<file path="config.mk">
export PLATFORM = sky130hd
export DESIGN_NAME = bus_brkpt_unit
export DESIGN_NICKNAME = d
export VERILOG_FILES = /design/src/rtl/bbt_pkg.sv /design/src/rtl/bbt_cfg_regs.sv /design/src/rtl/bbt_addr_cmp.sv /design/src/rtl/bbt_status_match.sv /design/src/rtl/bus_brkpt_unit.sv
export SDC_FILE = /design/constraint.sdc
export NUM_CORES = 1
export LEC_CHECK = 0
export BUFFER_PORTS_ARGS = -buffer_cell sky130_fd_sc_hd__buf_2
export CORE_MARGIN = 1.5
export CORE_UTILIZATION = 30
export CTS_CLUSTER_DIAMETER = 120
export DETAILED_ROUTE_END_ITERATION = 7
export PLACE_DENSITY = 0.49
export SLEW_MARGIN = 15
export SYNTH_ARGS = -nofsm -noshare
export SYNTH_HDL_FRONTEND = slang
export SYNTH_SLANG_ARGS = --single-unit
export TNS_END_PERCENT = 5
</file>
<file path="constraint.sdc">
create_clock -name clk -period 3.4 [get_ports clk]
set_clock_uncertainty 0.1 [all_clocks]
set_input_delay 0.34 -clock clk [delete_from_list [all_inputs] [get_ports clk]]
set_output_delay 0.34 -clock clk [all_outputs]
set_load 0.05 [all_outputs]
</file>
<file path="src/rtl/bbt_pkg.sv">
package bbt_pkg;
  localparam logic [2:0] SEL_ADR1 = 3'd0;
  localparam logic [2:0] SEL_ADR2 = 3'd1;
  localparam logic [2:0] SEL_CTRL = 3'd2;
  localparam logic [2:0] SEL_GMSK = 3'd3;
  localparam logic [2:0] SEL_STAT = 3'd4;
  localparam int         REARM_BIT = 4;
  localparam logic [3:0] OPC_NOP  = 4'hF;

  typedef struct packed {
    logic [3:0] st_en;     // bit0 opc, bit1 priv, bit2 write, bit3 read
    logic [1:0] a2_mode;
    logic [1:0] a1_mode;
    logic       g_en;
    logic [2:0] join_sel;  // bit0 grant, bit1 address pair, bit2 status
  } ctrl_t;

  typedef struct packed {
    logic       rd;
    logic       wr;
    logic       sv;
    logic [3:0] opc;
  } stat_t;

  // joins two optional terms; returns {enabled, value}
  function automatic logic [1:0] join2(input logic en_a, input logic a,
                                       input logic en_b, input logic b,
                                       input logic use_and);
    logic v;
    if (use_and) v = (!en_a || a) && (!en_b || b);
    else         v = (en_a && a) || (en_b && b);
    return {en_a || en_b, (en_a || en_b) && v};
  endfunction
endpackage

</file>
<file path="src/rtl/bbt_cfg_regs.sv">
module bbt_cfg_regs
  import bbt_pkg::*;
#(
  parameter int AW = 32,
  parameter int NM = 8,
  parameter int DW = 32
) (
  input  logic          clk,
  input  logic          rst_n,
  input  logic          cfg_we,
  input  logic [2:0]    cfg_sel,
  input  logic [DW-1:0] cfg_wdata,
  output logic [AW-1:0] adr1_q,
  output logic [AW-1:0] adr2_q,
  output ctrl_t         ctrl_q,
  output logic [NM-1:0] gmsk_q,
  output stat_t         stat_q,
  output logic          rearm_wr
);
  logic [AW-1:0] adr1_d, adr2_d;
  ctrl_t         ctrl_d;
  logic [NM-1:0] gmsk_d;
  stat_t         stat_d;

  always_comb begin
    adr1_d = adr1_q;
    adr2_d = adr2_q;
    ctrl_d = ctrl_q;
    gmsk_d = gmsk_q;
    stat_d = stat_q;
    rearm_wr = 1'b0;
    if (cfg_we) begin
      unique case (cfg_sel)
        SEL_ADR1: adr1_d = cfg_wdata[AW-1:0];
        SEL_ADR2: adr2_d = cfg_wdata[AW-1:0];
        SEL_CTRL: begin
          ctrl_d.st_en    = cfg_wdata[31:28];
          ctrl_d.a2_mode  = cfg_wdata[25:24];
          ctrl_d.a1_mode  = cfg_wdata[21:20];
          ctrl_d.g_en     = cfg_wdata[16];
          ctrl_d.join_sel = cfg_wdata[14:12];
          rearm_wr        = cfg_wdata[REARM_BIT];
        end
        SEL_GMSK: gmsk_d = cfg_wdata[NM-1:0];
        SEL_STAT: stat_d = cfg_wdata[6:0];
        default: ;
      endcase
    end
  end

  always_ff @(posedge clk or negedge rst_n) begin
    if (!rst_n) begin
      adr1_q <= '0;
      adr2_q <= '0;
      ctrl_q <= '0;
      gmsk_q <= '1;
      stat_q <= '0;
    end else if (cfg_we) begin
      adr1_q <= adr1_d;
      adr2_q <= adr2_d;
      ctrl_q <= ctrl_d;
      gmsk_q <= gmsk_d;
      stat_q <= stat_d;
    end
  end
endmodule

</file>
<file path="src/rtl/bbt_addr_cmp.sv">
module bbt_addr_cmp #(
  parameter int AW = 32
) (
  input  logic [1:0]    mode,
  input  logic [AW-1:0] ref_addr,
  input  logic [AW-1:0] bus_addr,
  output logic          en,
  output logic          hit
);
  always_comb begin
    en = (mode != 2'b00);
    unique case (mode)
      2'b01:   hit = bus_addr <  ref_addr;
      2'b10:   hit = bus_addr >= ref_addr;
      2'b11:   hit = bus_addr == ref_addr;
      default: hit = 1'b0;
    endcase
  end
endmodule

</file>
<file path="src/rtl/bbt_status_match.sv">
module bbt_status_match
  import bbt_pkg::*;
(
  input  logic [3:0] st_en,
  input  stat_t      pat,
  input  logic [3:0] bus_opc,
  input  logic       bus_rd,
  input  logic       bus_wr,
  input  logic       bus_sv,
  output logic       hit
);
  logic opc_ok, sv_ok, wr_ok, rd_ok;

  always_comb begin
    opc_ok = !st_en[0] || (bus_opc == pat.opc);
    sv_ok  = !st_en[1] || (bus_sv  == pat.sv);
    wr_ok  = !st_en[2] || (bus_wr  == pat.wr);
    rd_ok  = !st_en[3] || (bus_rd  == pat.rd);
    if (st_en == 4'b0000) hit = (bus_opc != OPC_NOP);
    else                  hit = opc_ok && sv_ok && wr_ok && rd_ok;
  end
endmodule

</file>
<file path="src/rtl/bus_brkpt_unit.sv">
module bus_brkpt_unit
  import bbt_pkg::*;
#(
  parameter int AW  = 32,
  parameter int NM  = 8,
  parameter int DW  = 32,
  localparam int MIDW = (NM > 1) ? $clog2(NM) : 1
) (
  input  logic            clk,
  input  logic            rst_n,
  input  logic            cfg_we,
  input  logic [2:0]      cfg_sel,
  input  logic [DW-1:0]   cfg_wdata,
  input  logic            bus_valid,
  input  logic [AW-1:0]   bus_addr,
  input  logic [MIDW-1:0] bus_mid,
  input  logic [3:0]      bus_opc,
  input  logic            bus_rd,
  input  logic            bus_wr,
  input  logic            bus_sv,
  output logic            trig_o,
  output logic            armed_o
);
  logic [AW-1:0] adr1_q, adr2_q;
  ctrl_t         ctrl_q;
  logic [NM-1:0] gmsk_q;
  stat_t         stat_q;
  logic          rearm_wr;

  bbt_cfg_regs #(.AW(AW), .NM(NM), .DW(DW)) u_regs (
    .clk, .rst_n, .cfg_we, .cfg_sel, .cfg_wdata,
    .adr1_q, .adr2_q, .ctrl_q, .gmsk_q, .stat_q, .rearm_wr
  );

  logic [1:0]    a_en, a_hit;
  logic [1:0]    a_mode [2];
  logic [AW-1:0] a_ref  [2];
  assign a_mode[0] = ctrl_q.a1_mode;
  assign a_mode[1] = ctrl_q.a2_mode;
  assign a_ref[0]  = adr1_q;
  assign a_ref[1]  = adr2_q;

  for (genvar i = 0; i < 2; i++) begin : g_cmp
    bbt_addr_cmp #(.AW(AW)) u_cmp (
      .mode(a_mode[i]), .ref_addr(a_ref[i]), .bus_addr,
      .en(a_en[i]), .hit(a_hit[i])
    );
  end

  logic st_hit;
  bbt_status_match u_stat (
    .st_en(ctrl_q.st_en), .pat(stat_q), .bus_opc, .bus_rd, .bus_wr, .bus_sv,
    .hit(st_hit)
  );

  logic       g_hit, match, fire;
  logic [1:0] addr_t, ag_t, all_t;
  logic       armed_d, trig_d, armed_q, trig_q;

  always_comb begin
    g_hit   = ctrl_q.g_en && !gmsk_q[bus_mid];
    addr_t  = join2(a_en[0], a_hit[0], a_en[1], a_hit[1], ctrl_q.join_sel[1]);
    ag_t    = join2(addr_t[1], addr_t[0], ctrl_q.g_en, g_hit, ctrl_q.join_sel[0]);
    all_t   = join2(ag_t[1], ag_t[0], 1'b1, st_hit, ctrl_q.join_sel[2]);
    match   = all_t[0];
    fire    = armed_q && bus_valid && match;
    trig_d  = fire;
    armed_d = rearm_wr ? 1'b1 : (fire ? 1'b0 : armed_q);
  end

  always_ff @(posedge clk or negedge rst_n) begin
    if (!rst_n) begin
      armed_q <= 1'b0;
      trig_q  <= 1'b0;
    end else begin
      armed_q <= armed_d;
      trig_q  <= trig_d;
    end
  end

  assign trig_o  = trig_q;
  assign armed_o = armed_q;
endmodule

</file>
# After elaboration in Yosys (flattened, before gate mapping)
# Index checks and enable logic that the tools add are counted.
[word_totals]
regBits = 93
wordCells = 98
output_inout_bits = 2
in_bits = 81
[op_classes]
reduce_logical = 50
magnitude_cmp = 5
muxes = 12
eq_ne = 17
[ops]
columns = ["operator", "n"]
rows = [
  ["$eq A32 B32 Y1", 2],
  ["$ge A32 B32 Y1", 2],
  ["$lt A32 B32 Y1", 2],
  ["$logic_and A1 B1 Y1", 16],
  ["$logic_or A1 B1 Y1", 14],
  ["$logic_not A1 Y1", 10],
  ["$reduce_and A2 Y1", 5],
  ["$mux W1", 9],
  ["$eq A2 B2 Y1 const B", 4],
  ["$eq A3 B2 Y1 const B", 2],
  ["$pmux W1 S3", 2],
  ["$reduce_bool A2 Y1", 3],
  ["$eq A2 B1 Y1 const B", 2],
  ["$eq A4 B4 Y1", 1],
  ["$logic_not A4 Y1", 1],
  ["$lt A3 B4 Y1 const B", 1],
  ["$ne A4 B4 Y1 const B", 1],
  ["$bmux W1 S3", 1],
  ["$eq A1 B1 Y1", 3],
  ["$eq A3 B1 Y1 const B", 1],
  ["$eq A3 B3 Y1 const B", 1],
  ["$logic_not A3 Y1", 1],
]

# Longest topological paths before layout
# Gate-level depths: netlist (run 1).
[depth]
depth_word = 16
ltp_mapped = 11
ltp_nobuf = 11

# Hierarchy
# Synthesis (run 1) repeated with hierarchy kept, for this count alone.
[hier_totals]
cells_unflattened = 479
hier_area_um2 = 5569.1
[modules_own_cells]
columns = ["mod", "area_each_um2", "instances", "seq_area_each_um2", "cells_each"]
rows = [
  ["bbt_cfg_regs", 3468.3, 1, 2287.2, 197],
  ["bbt_addr_cmp", 869.6, 2, 0.0, 121],
  ["bus_brkpt_unit", 245.2, 1, 50.0, 28],
  ["bbt_status_match", 116.4, 1, 0.0, 12],
]

# Least setup slack after synthesis (run 1)
# Ideal clock, no wire load.
[synth_path]
path_kind = "input to register"
from = "input port bus_addr[14]"
to = "register armed_q, in the netlist armed_o"
path_stages = 10
path_buffers = 0
setup_ns = 0.126
setup_slack_ns = 0.445
t_required_ns = 3.174
arrival_ns = 2.729
cell_sequence = "ha_1 a21oi_2 nand2_1 a221o_1 o311a_1 a2111o_1 or3b_1 o21ai_1 a311oi_1 a221o_1"
[synth_via]
elab_chain_cells = 15
word_cells_on_any_way = 29
cone_classes = "4 x order compare; 2 x eq/ne; 5 x mux; 18 x reduce/logical"
[synth_rtl]
columns = ["element", "line", "text"]
rows = [
  ["start: declaration", "bus_brkpt_unit.sv:15", "input logic [AW-1:0] bus_addr,"],
  ["$ge A32 B32 Y1, or another cell as far along", "bbt_addr_cmp.sv:14", "2'b10: hit = bus_addr >= ref_addr;"],
  ["$pmux W1 S3", "bbt_addr_cmp.sv:12", "unique case (mode)"],
  ["$logic_and A1 B1 Y1 / $logic_or A1 B1 Y1 (equally long branches)", "bbt_pkg.sv:31, bbt_pkg.sv:30", ""],
  ["$logic_or A1 B1 Y1 / $logic_and A1 B1 Y1 (equally long branches)", "bbt_pkg.sv:31, bbt_pkg.sv:30", ""],
  ["$mux W1 (*)", "bbt_pkg.sv:30", "if (use_and) v = (!en_a || a) && (!en_b || b);"],
  ["$logic_and A1 B1 Y1 (*)", "bbt_pkg.sv:32", "return {en_a || en_b, (en_a || en_b) && v};"],
  ["$logic_and A1 B1 Y1 / $logic_or A1 B1 Y1 (equally long branches)", "bbt_pkg.sv:31, bbt_pkg.sv:30", ""],
  ["$logic_or A1 B1 Y1 / $logic_and A1 B1 Y1 (equally long branches)", "bbt_pkg.sv:31, bbt_pkg.sv:30", ""],
  ["$mux W1 (*)", "bbt_pkg.sv:30", ""],
  ["$logic_and A1 B1 Y1 (*)", "bbt_pkg.sv:32", ""],
  ["$logic_and A1 B1 Y1 / $logic_or A1 B1 Y1 (equally long branches)", "bbt_pkg.sv:31, bbt_pkg.sv:30", ""],
  ["$logic_or A1 B1 Y1 / $logic_and A1 B1 Y1 (equally long branches)", "bbt_pkg.sv:31, bbt_pkg.sv:30", ""],
  ["$mux W1 (*)", "bbt_pkg.sv:30", ""],
  ["$logic_and A1 B1 Y1 (*)", "bus_brkpt_unit.sv:66", "fire = armed_q && bus_valid && match;"],
  ["$reduce_bool A2 Y1 (no line) (*)", "-", ""],
  ["end signal: assignment", "bus_brkpt_unit.sv:76", "armed_q <= armed_d;"],
  ["end: declaration", "bus_brkpt_unit.sv:58", "logic armed_d, trig_d, armed_q, trig_q;"],
]
# Mark *: on every way between the ends. The rest lies on a longest branch, timed or not.
# A chain may end at the register's enable or synchronous reset.

# Worst setup path after layout (run 1)
[layout_path]
from = "register u_regs.adr2_q[7]"
to = "register armed_q, in the netlist armed_o"
[layout_via]
elab_chain_cells = 15
word_cells_on_any_way = 23
cone_classes = "2 x order compare; 1 x eq/ne; 4 x mux; 16 x reduce/logical"
[layout_rtl]
columns = ["element", "line", "text"]
rows = [
  ["start: declaration", "bbt_cfg_regs.sv:14", "output logic [AW-1:0] adr2_q,"],
  ["start signal: assignment", "bbt_cfg_regs.sv:60", "adr2_q <= adr2_d;"],
  ["$ge A32 B32 Y1, or another cell as far along", "bbt_addr_cmp.sv:14", ""],
  ["$pmux W1 S3 (*)", "bbt_addr_cmp.sv:12", ""],
  ["$logic_and A1 B1 Y1 / $logic_or A1 B1 Y1 (equally long branches)", "bbt_pkg.sv:31, bbt_pkg.sv:30", ""],
  ["$logic_or A1 B1 Y1 / $logic_and A1 B1 Y1 (equally long branches)", "bbt_pkg.sv:31, bbt_pkg.sv:30", ""],
  ["$mux W1 (*)", "bbt_pkg.sv:30", ""],
  ["$logic_and A1 B1 Y1 (*)", "bbt_pkg.sv:32", ""],
  ["$logic_and A1 B1 Y1 / $logic_or A1 B1 Y1 (equally long branches)", "bbt_pkg.sv:31, bbt_pkg.sv:30", ""],
  ["$logic_or A1 B1 Y1 / $logic_and A1 B1 Y1 (equally long branches)", "bbt_pkg.sv:31, bbt_pkg.sv:30", ""],
  ["$mux W1 (*)", "bbt_pkg.sv:30", ""],
  ["$logic_and A1 B1 Y1 (*)", "bbt_pkg.sv:32", ""],
  ["$logic_and A1 B1 Y1 / $logic_or A1 B1 Y1 (equally long branches)", "bbt_pkg.sv:31, bbt_pkg.sv:30", ""],
  ["$logic_or A1 B1 Y1 / $logic_and A1 B1 Y1 (equally long branches)", "bbt_pkg.sv:31, bbt_pkg.sv:30", ""],
  ["$mux W1 (*)", "bbt_pkg.sv:30", ""],
  ["$logic_and A1 B1 Y1 (*)", "bus_brkpt_unit.sv:66", ""],
  ["$reduce_bool A2 Y1 (no line) (*)", "-", ""],
]
# Marks and branches as above.

==> metrics.csv, run 1 <==
metric,value,unit
status,"complete, no violations",
first-pass iteration count of the detailed router,4,
"Req. time, crit path",3.53,ns
most frequent cells in the layout,"nand2_1 (86), dfrtp_1 (85), buf_2 (81)",
Slew Limit Fails,0,
fin crit share,0.931,
vias per cell,4.80,
syn_area_per_cell,9.69,um2
Yosys top cell by area,dfrtp_1,
fraction of layout cells with a size suffix above 1,0.235,
"CTS clk-pin slew, worst paths",0.06,ns
CTS root buf,clkbuf_16,
Synth Net Count,697,
HPWL reported at the end of detailed placement,10200,um
Synth top area share,0.398,
WP data arrival,3.30,ns
row count,48,
CTS Buf Count,9,
cells after synthesis,552,
number of global-route vias before repair,4284,
Worst Path Max Fanout,2,
Rel. slew slack,0.323,
filler cell count,1747,
core area,17400,um2
I/O Pins,83,
CTS tree,built,
unrepaired setup endpoints after global routing,no,
crit start category,flop,
Max Freq,0.316,GHz
global route total overflow,0,
DRC Markers,0,
post-synthesis sequential area ratio,0.437,
final wirelength,13100,um
initial antenna violation count,0,
H-tree levels,3,
final setup vio count,0,
Initial Util,0.308,
min cycle time layout,3.17,ns
Max clock buf depth,2,
worst vdd ir,0.000235,V
Ys Warns,0,
Detail Route Antenna Nets,0,
Layout Nets,782,
pin count of the biggest net entering global routing,64,
Synth Register Bits,93,
tightest hold margin,0.108,ns
Lkg Pwr,2.99,nW
number of diodes,0,
GPL Wtd Cong,0.843,
post-CTS setup buffer count,0,
DR WL/cell,15.1,um
DR vias,4162,
Max Cap Viol,0,
Die H,137,um
GRT Util Overall,0.154,
distinct cell type count after synthesis,47,
Worst Max-Slew Pin Slew,1.01,ns
Power Dens Cells,533,nW/um2
"most common cell after layout, fill and taps aside",nand2_1,
crit path kind,reg2reg,
Synth area leaders,"dfrtp_1 (40%), ha_1 (15%), o21ai_0 (6.6%)",
Final Hold Vio Count,0,
clock sink count,93,
worst hold path type,in2reg,
TNS Setup,0,ns
drt first-iter violations,171,
first-pass GRT wire length,21800,um
clk_lat worst skew,0.35,ns
Chip Width,137,um
Layout area overhead,18.6,%
CP Capture Type,flop,
synthesized cell area,5350,um2
post-CTS resize count,0,
die area,18600,um2
number of port buffers,82,
[final cells by class]
type	instances	area (um2)	share of cell area
Multi-Input combinational cell	375	2710	0.427
Sequential cell	93	2340	0.368
Timing Repair Buffer	89	480	0.0757
Tap cell	225	282	0.0444
Inverter	69	259	0.0408
Clock buffer	10	239	0.0377
Clock inverter	6	38.8	0.00611
[routing by layer]
metal  global-route usage  part of all wire
met2                0.242              0.46
met5                    0                 0
met1                0.205              0.48
met3               0.0278             0.044
met4               0.0691             0.022
[what timing repair did]
action                                 4_1_cts  5_1_grt
endpoints found under the hold margin       47        0
setup endpoints to repair                    0        0
hold buffers                                 1        0
[critical path, stage by stage (launching register included)]
cell and delay, ns:
dfrtp_1 0.36, inv_1 0.07, ha_1 0.24, nand2_1 0.14, o21ai_0 0.13, a221o_1 0.39
o311a_1 0.37, a2111o_1 0.38, or3b_1 0.39, o21ai_1 0.11, a311oi_1 0.11, a221o_1 0.26
[sequential cells by signal (all words and copies together) (netlist names)]
signal and count:
trig_o 1, u_regs.ctrl_q 12, u_regs.adr1_q 32, u_regs.stat_q 7
u_regs.adr2_q 32, armed_o 1, u_regs.gmsk_q 8
[per-stage QoR]
stage	total power [mW]	instance area, um2	util	setup WS [ns]	instances
floorplan	2.14	5350	-	0.445	552
global placement	2.43	6060	0.349	0.166	850
detailed placement	2.46	6060	0.349	0.137	850
CTS	3.44	6350	0.366	0.221	867
global route	3.65	6350	0.366	0.0483	867
finish	3.38	6350	0.366	0.234	867
[cells by family (layout without fill, tap and decap cells)]
kind of cell	Yosys count	after routing	synth area share
and+or+nand+nor	142	142	0.131
AOI/OAI and AO/OA	130	130	0.141
DFF	93	93	0.437
buffers and inverters	84	174	0.0589
adders and majority gates	64	64	0.150
muxes	32	32	0.0709
xor gates and xnor gates	7	7	0.0115
[final timing paths]
| kind | start | to | slack (ns) | cells after the start |
|---|---|---|---|---|
| min in group asynchronous | rst_n | u_regs.adr2_q[26] | 0.48 | 2 |
| max in group asynchronous | rst_n | u_regs.adr2_q[15] | 1.93 | 3 |
| hold / removal | cfg_wdata[23] | u_regs.adr1_q[23] | 0.11 | 3 |
| hold reg to reg | u_regs.adr1_q[0] | u_regs.adr1_q[0] | 0.42 | 1 |
| setup reg to reg | u_regs.adr2_q[7] | armed_o | 0.23 | 11 |
| setup / recovery | u_regs.adr2_q[7] | armed_o | 0.23 | 11 |
[power breakdown]
part	internal [mW]	total [mW]	switching (mW)
registers	1.36	1.46	0.102
clock network	0.513	0.950	0.437
logic	0.422	0.975	0.553
total	2.29	3.38	1.09
[cell usage after synthesis, drive strengths merged]
library cell	number
o41ai	1
o311a	1
a21boi	2
a2111o	1
a21o	2
clkbuf	15
a22oi	2
a311oi	1
and2	1
nor2	8
nor2b	3
a2111oi	1
nand4b	1
nor3b	1
nand4	16
o31a	1
a31oi	3
nor3	7
a221o	3
o211ai	4
dfrtp	85
mux2	27
and4	3
mux2i	3
a21oi	28
or3b	1
nand3	9
a221oi	2
ha	64
nand2	86
nor4	4
o221a	1
mux4	2
o21a	4
xor2	7
and3	1
dfstp	8
o31ai	1
or4	1
o21ai	72
inv	69
Note: power is estimated with default switching activity, not from simulation.
==> run 2, diff against run 1 <==
PLACE_DENSITY = 0.51   (was 0.49)
==> run 2 against run 1 <==
Via count is 0.46% higher. Design area is 0.71% higher. Power is 4.2% higher. Cell count stayed put. Critical path depth stayed put. Sequential power hardly changed. Wire length is 1.1% higher. Setup slack worse by 0.022 ns. Register-to-register slack worse by 0.02 ns. Largest cell class unchanged. Highest routed layer unchanged.
==> metrics.csv, run 2 (same netlist as run 1, synthesis figures left out) <==
metric,value,unit,change
most frequent cells in the layout,"nand2_1 (86), dfrtp_1 (85), buf_2 (81)",,unchanged
utilization after layout,0.368,,was 0.366
Worst Max-Slew Pin Slew,1.02,ns,was 1.01 ns
Worst Path Max Fanout,2,,unchanged
Max clock buf depth,2,,unchanged
WP data arrival,3.32,ns,was 3.30 ns
I/O Pins,83,,unchanged
Power Dens Cells,552,nW/um2,was 533 nW/um2
GRT Util Overall,0.154,,about the same
worst vdd ir,0.000249,V,was 0.000235 V
"CTS clk-pin slew, worst paths",0.06,ns,about the same
status,"complete, no violations",,unchanged
fraction of layout cells with a size suffix above 1,0.237,,was 0.235
HPWL reported at the end of detailed placement,10400,um,was 10200 um
clock sink count,93,,unchanged
Final WS setup,0.212,ns,was 0.234 ns
pin count of the biggest net entering global routing,64,,unchanged
Slew Limit Fails,0,,unchanged
CP Capture Type,flop,,unchanged
DR vias,4181,,was 4162
Lkg Pwr,3.02,nW,was 2.99 nW
min cycle time layout,3.19,ns,was 3.17 ns
DR WL/cell,15.3,um,was 15.1 um
row count,48,,unchanged
number of port buffers,82,,unchanged
first-pass GRT wire length,21900,um,was 21800 um
global route total overflow,0,,unchanged
unrepaired setup endpoints after global routing,no,,unchanged
crit path from,u_regs.adr2_q[7],,unchanged
final wirelength,13300,um,was 13100 um
Layout area overhead,19.5,%,was 18.6%
initial antenna violation count,0,,unchanged
worst hold path type,in2reg,,unchanged
Detail Route Antenna Nets,0,,unchanged
first-pass iteration count of the detailed router,4,,unchanged
Worst Hold Depth,3,,unchanged
cell count after placement,850,,unchanged
vias per cell,4.82,,was 4.80
R2R Path End,armed_o,,unchanged
core area,17400,um2,unchanged
Initial Util,0.308,,unchanged
DRC Markers,0,,unchanged
number of global-route vias before repair,4269,,was 4284
crit start category,flop,,unchanged
Max Cap Viol,0,,unchanged
"Req. time, crit path",3.54,ns,was 3.53 ns
crit path kind,reg2reg,,unchanged
clk_lat worst skew,0.35,ns,about the same
Rel. slew slack,0.312,,was 0.323
Die H,137,um,unchanged
Layout Nets,782,,unchanged
R2R Setup Slk,0.21,ns,was 0.23 ns
Chip Width,137,um,unchanged
die area,18600,um2,unchanged
R2R cell count,11,,unchanged
Largest regs,"u_regs.adr1_q (32), u_regs.adr2_q (32), u_regs.ctrl_q (12)",,unchanged
H-tree levels,3,,unchanged
pre-CTS setup slack,0.135,ns,was 0.137 ns
final setup vio count,0,,unchanged
fin crit share,0.938,,was 0.931
Max Freq,0.314,GHz,was 0.316 GHz
hold path endpoint,u_regs.adr1_q[11],,was u_regs.adr1_q[23]
CTS Buf Count,9,,unchanged
CTS root buf,clkbuf_16,,unchanged
RR Startpoint,u_regs.adr2_q[7],,unchanged
Hold Startpoint,cfg_wdata[11],,was cfg_wdata[23]
CTS tree,built,,unchanged
GPL Wtd Cong,0.853,,was 0.843
drt first-iter violations,207,,was 171
TNS Setup,0,ns,unchanged
final std cells w/o fill,867,,unchanged
number of diodes,0,,unchanged
Final Hold Vio Count,0,,unchanged
tightest hold margin,0.106,ns,was 0.108 ns
"most common cell after layout, fill and taps aside",nand2_1,,unchanged
post-CTS setup buffer count,0,,unchanged
run 2: final cells by class:
cell class,count,area (um2)
Fill cell,1744,11000
Multi-Input combinational cell,375,2720
Sequential cell,93,2340
Timing Repair Buffer,89,480
Tap cell,225,282
Inverter,69,259
Clock buffer,10,229
Clock inverter,6,87.6
run 2: through the flow:
stage,area (um2),power [mW]
final,6390,3.53
after global placement,6060,2.43
after floorplan,5350,2.14
after CTS,6380,3.58
after global routing,6390,3.79
after detailed placement,6060,2.47
run 2: per-layer routing:
metal | track usage | vias up | part of all wire
met4 | 0.0668 | 0 | 0.023
li1 | - | 2098 | -
met5 | 0 | - | 0
met3 | 0.0267 | 16 | 0.044
met1 | 0.201 | 1982 | 0.46
met2 | 0.250 | 85 | 0.47
run 2: repair_timing:
item                                   4_1_cts  5_1_grt
hold buffers                                 1        0
resized for setup                            0        1
endpoints found under the hold margin       45        0
setup endpoints to repair                    0        1
run 2: power by group:
part           total (mW)  internal (mW)  leakage [nW]  switching (mW)
combinational       0.984          0.423          1.74           0.561
clock                1.08          0.645         0.156           0.440
sequential           1.46           1.36          1.12           0.102
run 2: worst max path at each step:
stage | endpoint | slack (ns)
after floorplan | armed_o | 0.44
after global placement | armed_o | 0.17
after detailed placement | armed_o | 0.13
after CTS | armed_o | 0.21
after global routing | armed_o | 0.05
final | armed_o | 0.21
run 2: critical path: stages, from the launching register on:
cell      delay (ns)
dfrtp_1         0.36
inv_1           0.08
ha_1            0.24
nand2_1         0.14
o21ai_0         0.13
a221o_1         0.39
o311a_1         0.37
a2111o_1        0.38
or3b_1          0.40
o21ai_1         0.11
a311oi_1        0.11
a221o_1         0.26
==> run 3, diff against run 2 <==
CTS_BUF_LIST = sky130_fd_sc_hd__clkbuf_16   (was unset)
==> run 3 against run 2 <==
Combinational power about the same. Wire length about the same. Critical path depth unchanged. First-iteration DRC count unchanged. Design area unchanged. Register-to-register slack about the same. Die area unchanged. Setup slack unchanged. Critical endpoint unchanged. Largest power group unchanged.
==> metrics.csv, run 3 (same netlist as run 1, synthesis figures left out) <==
metric,value,unit,change
status,"complete, no violations",,unchanged
fraction of layout cells with a size suffix above 1,0.237,,unchanged
Slew Limit Fails,0,,unchanged
pin count of the biggest net entering global routing,64,,unchanged
post-CTS setup buffer count,0,,unchanged
die area,18600,um2,unchanged
Net Sw Power,1.10,mW,about the same
CTS root buf,clkbuf_16,,unchanged
Worst Path Max Fanout,2,,unchanged
min cycle time layout,3.19,ns,unchanged
GPL Wtd Cong,0.853,,unchanged
Max Freq,0.314,GHz,unchanged
clock sink count,93,,unchanged
"most common cell after layout, fill and taps aside",nand2_1,,unchanged
CTS Buf Count,9,,unchanged
Max clock buf depth,2,,unchanged
Chip Width,137,um,unchanged
drt first-iter violations,207,,unchanged
utilization after layout,0.368,,unchanged
GR peak layer,met2,,unchanged
Die H,137,um,unchanged
first-pass GRT wire length,21900,um,unchanged
number of global-route vias before repair,4269,,unchanged
Hold Startpoint,cfg_wdata[11],,unchanged
DR vias,4181,,unchanged
Max Cap Viol,0,,unchanged
Final Hold Vio Count,0,,unchanged
RR Startpoint,u_regs.adr2_q[7],,unchanged
final setup vio count,0,,unchanged
row count,48,,unchanged
Design Power,3.52,mW,was 3.53 mW
Power Dens Cells,551,nW/um2,was 552 nW/um2
Largest regs,"u_regs.adr1_q (32), u_regs.adr2_q (32), u_regs.ctrl_q (12)",,unchanged
Cell Int Power,2.42,mW,about the same
Initial Util,0.308,,unchanged
CTS tree,built,,unchanged
vias per cell,4.82,,unchanged
initial antenna violation count,0,,unchanged
Detail Route Antenna Nets,0,,unchanged
Layout Nets,782,,unchanged
"Req. time, crit path",3.54,ns,about the same
Lkg Pwr,3.02,nW,about the same
final wirelength,13300,um,about the same
Reg power frac,0.414,,was 0.413
fin crit share,0.938,,unchanged
global route total overflow,0,,unchanged
WP data arrival,3.32,ns,about the same
worst vdd ir,0.000249,V,about the same
met1 GRT Util,0.201,,unchanged
switch share,0.313,,about the same
CP Capture Type,flop,,unchanged
unrepaired setup endpoints after global routing,no,,unchanged
grt met2 use,0.250,,unchanged
crit path kind,reg2reg,,unchanged
crit path from,u_regs.adr2_q[7],,unchanged
met3 Use GR,0.0267,,unchanged
number of port buffers,82,,unchanged
clk_lat worst skew,0.35,ns,about the same
GRT Util Overall,0.154,,unchanged
HPWL reported at the end of detailed placement,10400,um,unchanged
TNS Setup,0,ns,unchanged
"CTS clk-pin slew, worst paths",0.06,ns,about the same
logic gate share of total power,0.279,,about the same
worst hold path type,in2reg,,unchanged
Worst Max-Slew Pin Slew,1.02,ns,unchanged
H-tree levels,3,,unchanged
Layout area overhead,19.5,%,unchanged
crit start category,flop,,unchanged
core area,17400,um2,unchanged
DR WL/cell,15.3,um,about the same
DRC Markers,0,,unchanged
I/O Pins,83,,unchanged
first-pass iteration count of the detailed router,4,,unchanged
clock power share,0.307,,was 0.308
most frequent cells in the layout,"nand2_1 (86), dfrtp_1 (85), buf_2 (81)",,unchanged
Rel. slew slack,0.312,,unchanged
number of diodes,0,,unchanged
-- run 3: layer usage --
layer,part of all wire,vias up
met5,0,-
met3,0.044,16
met4,0.023,0
li1,-,2098
met2,0.47,85
met1,0.46,1982
-- run 3: area by class of cell --
type | count | area [um2]
fillers | 1744 | 11000
multi-input cells | 375 | 2720
flip-flops and latches | 93 | 2340
repair buffers | 89 | 480
well taps | 225 | 282
inverters | 69 | 259
clock buffers | 9 | 225
clock inverters | 7 | 91.3
-- run 3: power groups by stage --
| stage | combinational (mW) | sequential (mW) | clock [mW] |
|---|---|---|---|
| 2_1_floorplan | 0.664 | 1.48 | 0 |
| 3_3_place_gp | 0.952 | 1.47 | 0 |
| 3_5_place_dp | 0.989 | 1.48 | 0 |
| 4_1_cts | 0.997 | 1.46 | 1.12 |
| 5_1_grt | 1.13 | 1.49 | 1.16 |
| 6_report | 0.984 | 1.46 | 1.08 |
-- run 3: timing repair --
action,4_1_cts,5_1_grt
hold endpoints to repair,45,0
hold buffers,1,0
resized for setup,0,1
endpoints found under the setup margin,0,1
-- run 3: path summary, 6_finish.rpt --
kind / endpoint / slack (ns) / cells past startpoint
hold reg to reg: u_regs.adr2_q[0] / 0.42 / 1
setup / recovery: armed_o / 0.21 / 11
hold / removal: u_regs.adr1_q[11] / 0.11 / 3
setup reg to reg: armed_o / 0.21 / 11
max in group asynchronous: u_regs.gmsk_q[1] / 1.92 / 3
min in group asynchronous: u_regs.adr2_q[27] / 0.45 / 2
-- run 3: critical path, stage by stage, from the launching register on --
cell      delay, ns
dfrtp_1        0.36
inv_1          0.08
ha_1           0.24
nand2_1        0.14
o21ai_0        0.13
a221o_1        0.39
o311a_1        0.37
a2111o_1       0.38
or3b_1         0.40
o21ai_1        0.11
a311oi_1       0.11
a221o_1        0.26
-- run 3: per-stage QoR --
| step | worst slack (ns) | cell area, um2 | hold WS (ns) | cells |
|---|---|---|---|---|
| after floorplan | 0.445 | 5350 | -0.0556 | 552 |
| after global placement | 0.170 | 6060 | 0.285 | 850 |
| after detailed placement | 0.135 | 6060 | 0.303 | 850 |
| after CTS | 0.209 | 6380 | 0.0949 | 867 |
| after global routing | 0.0472 | 6390 | 0.120 | 867 |
| final | 0.212 | 6390 | 0.106 | 867 |
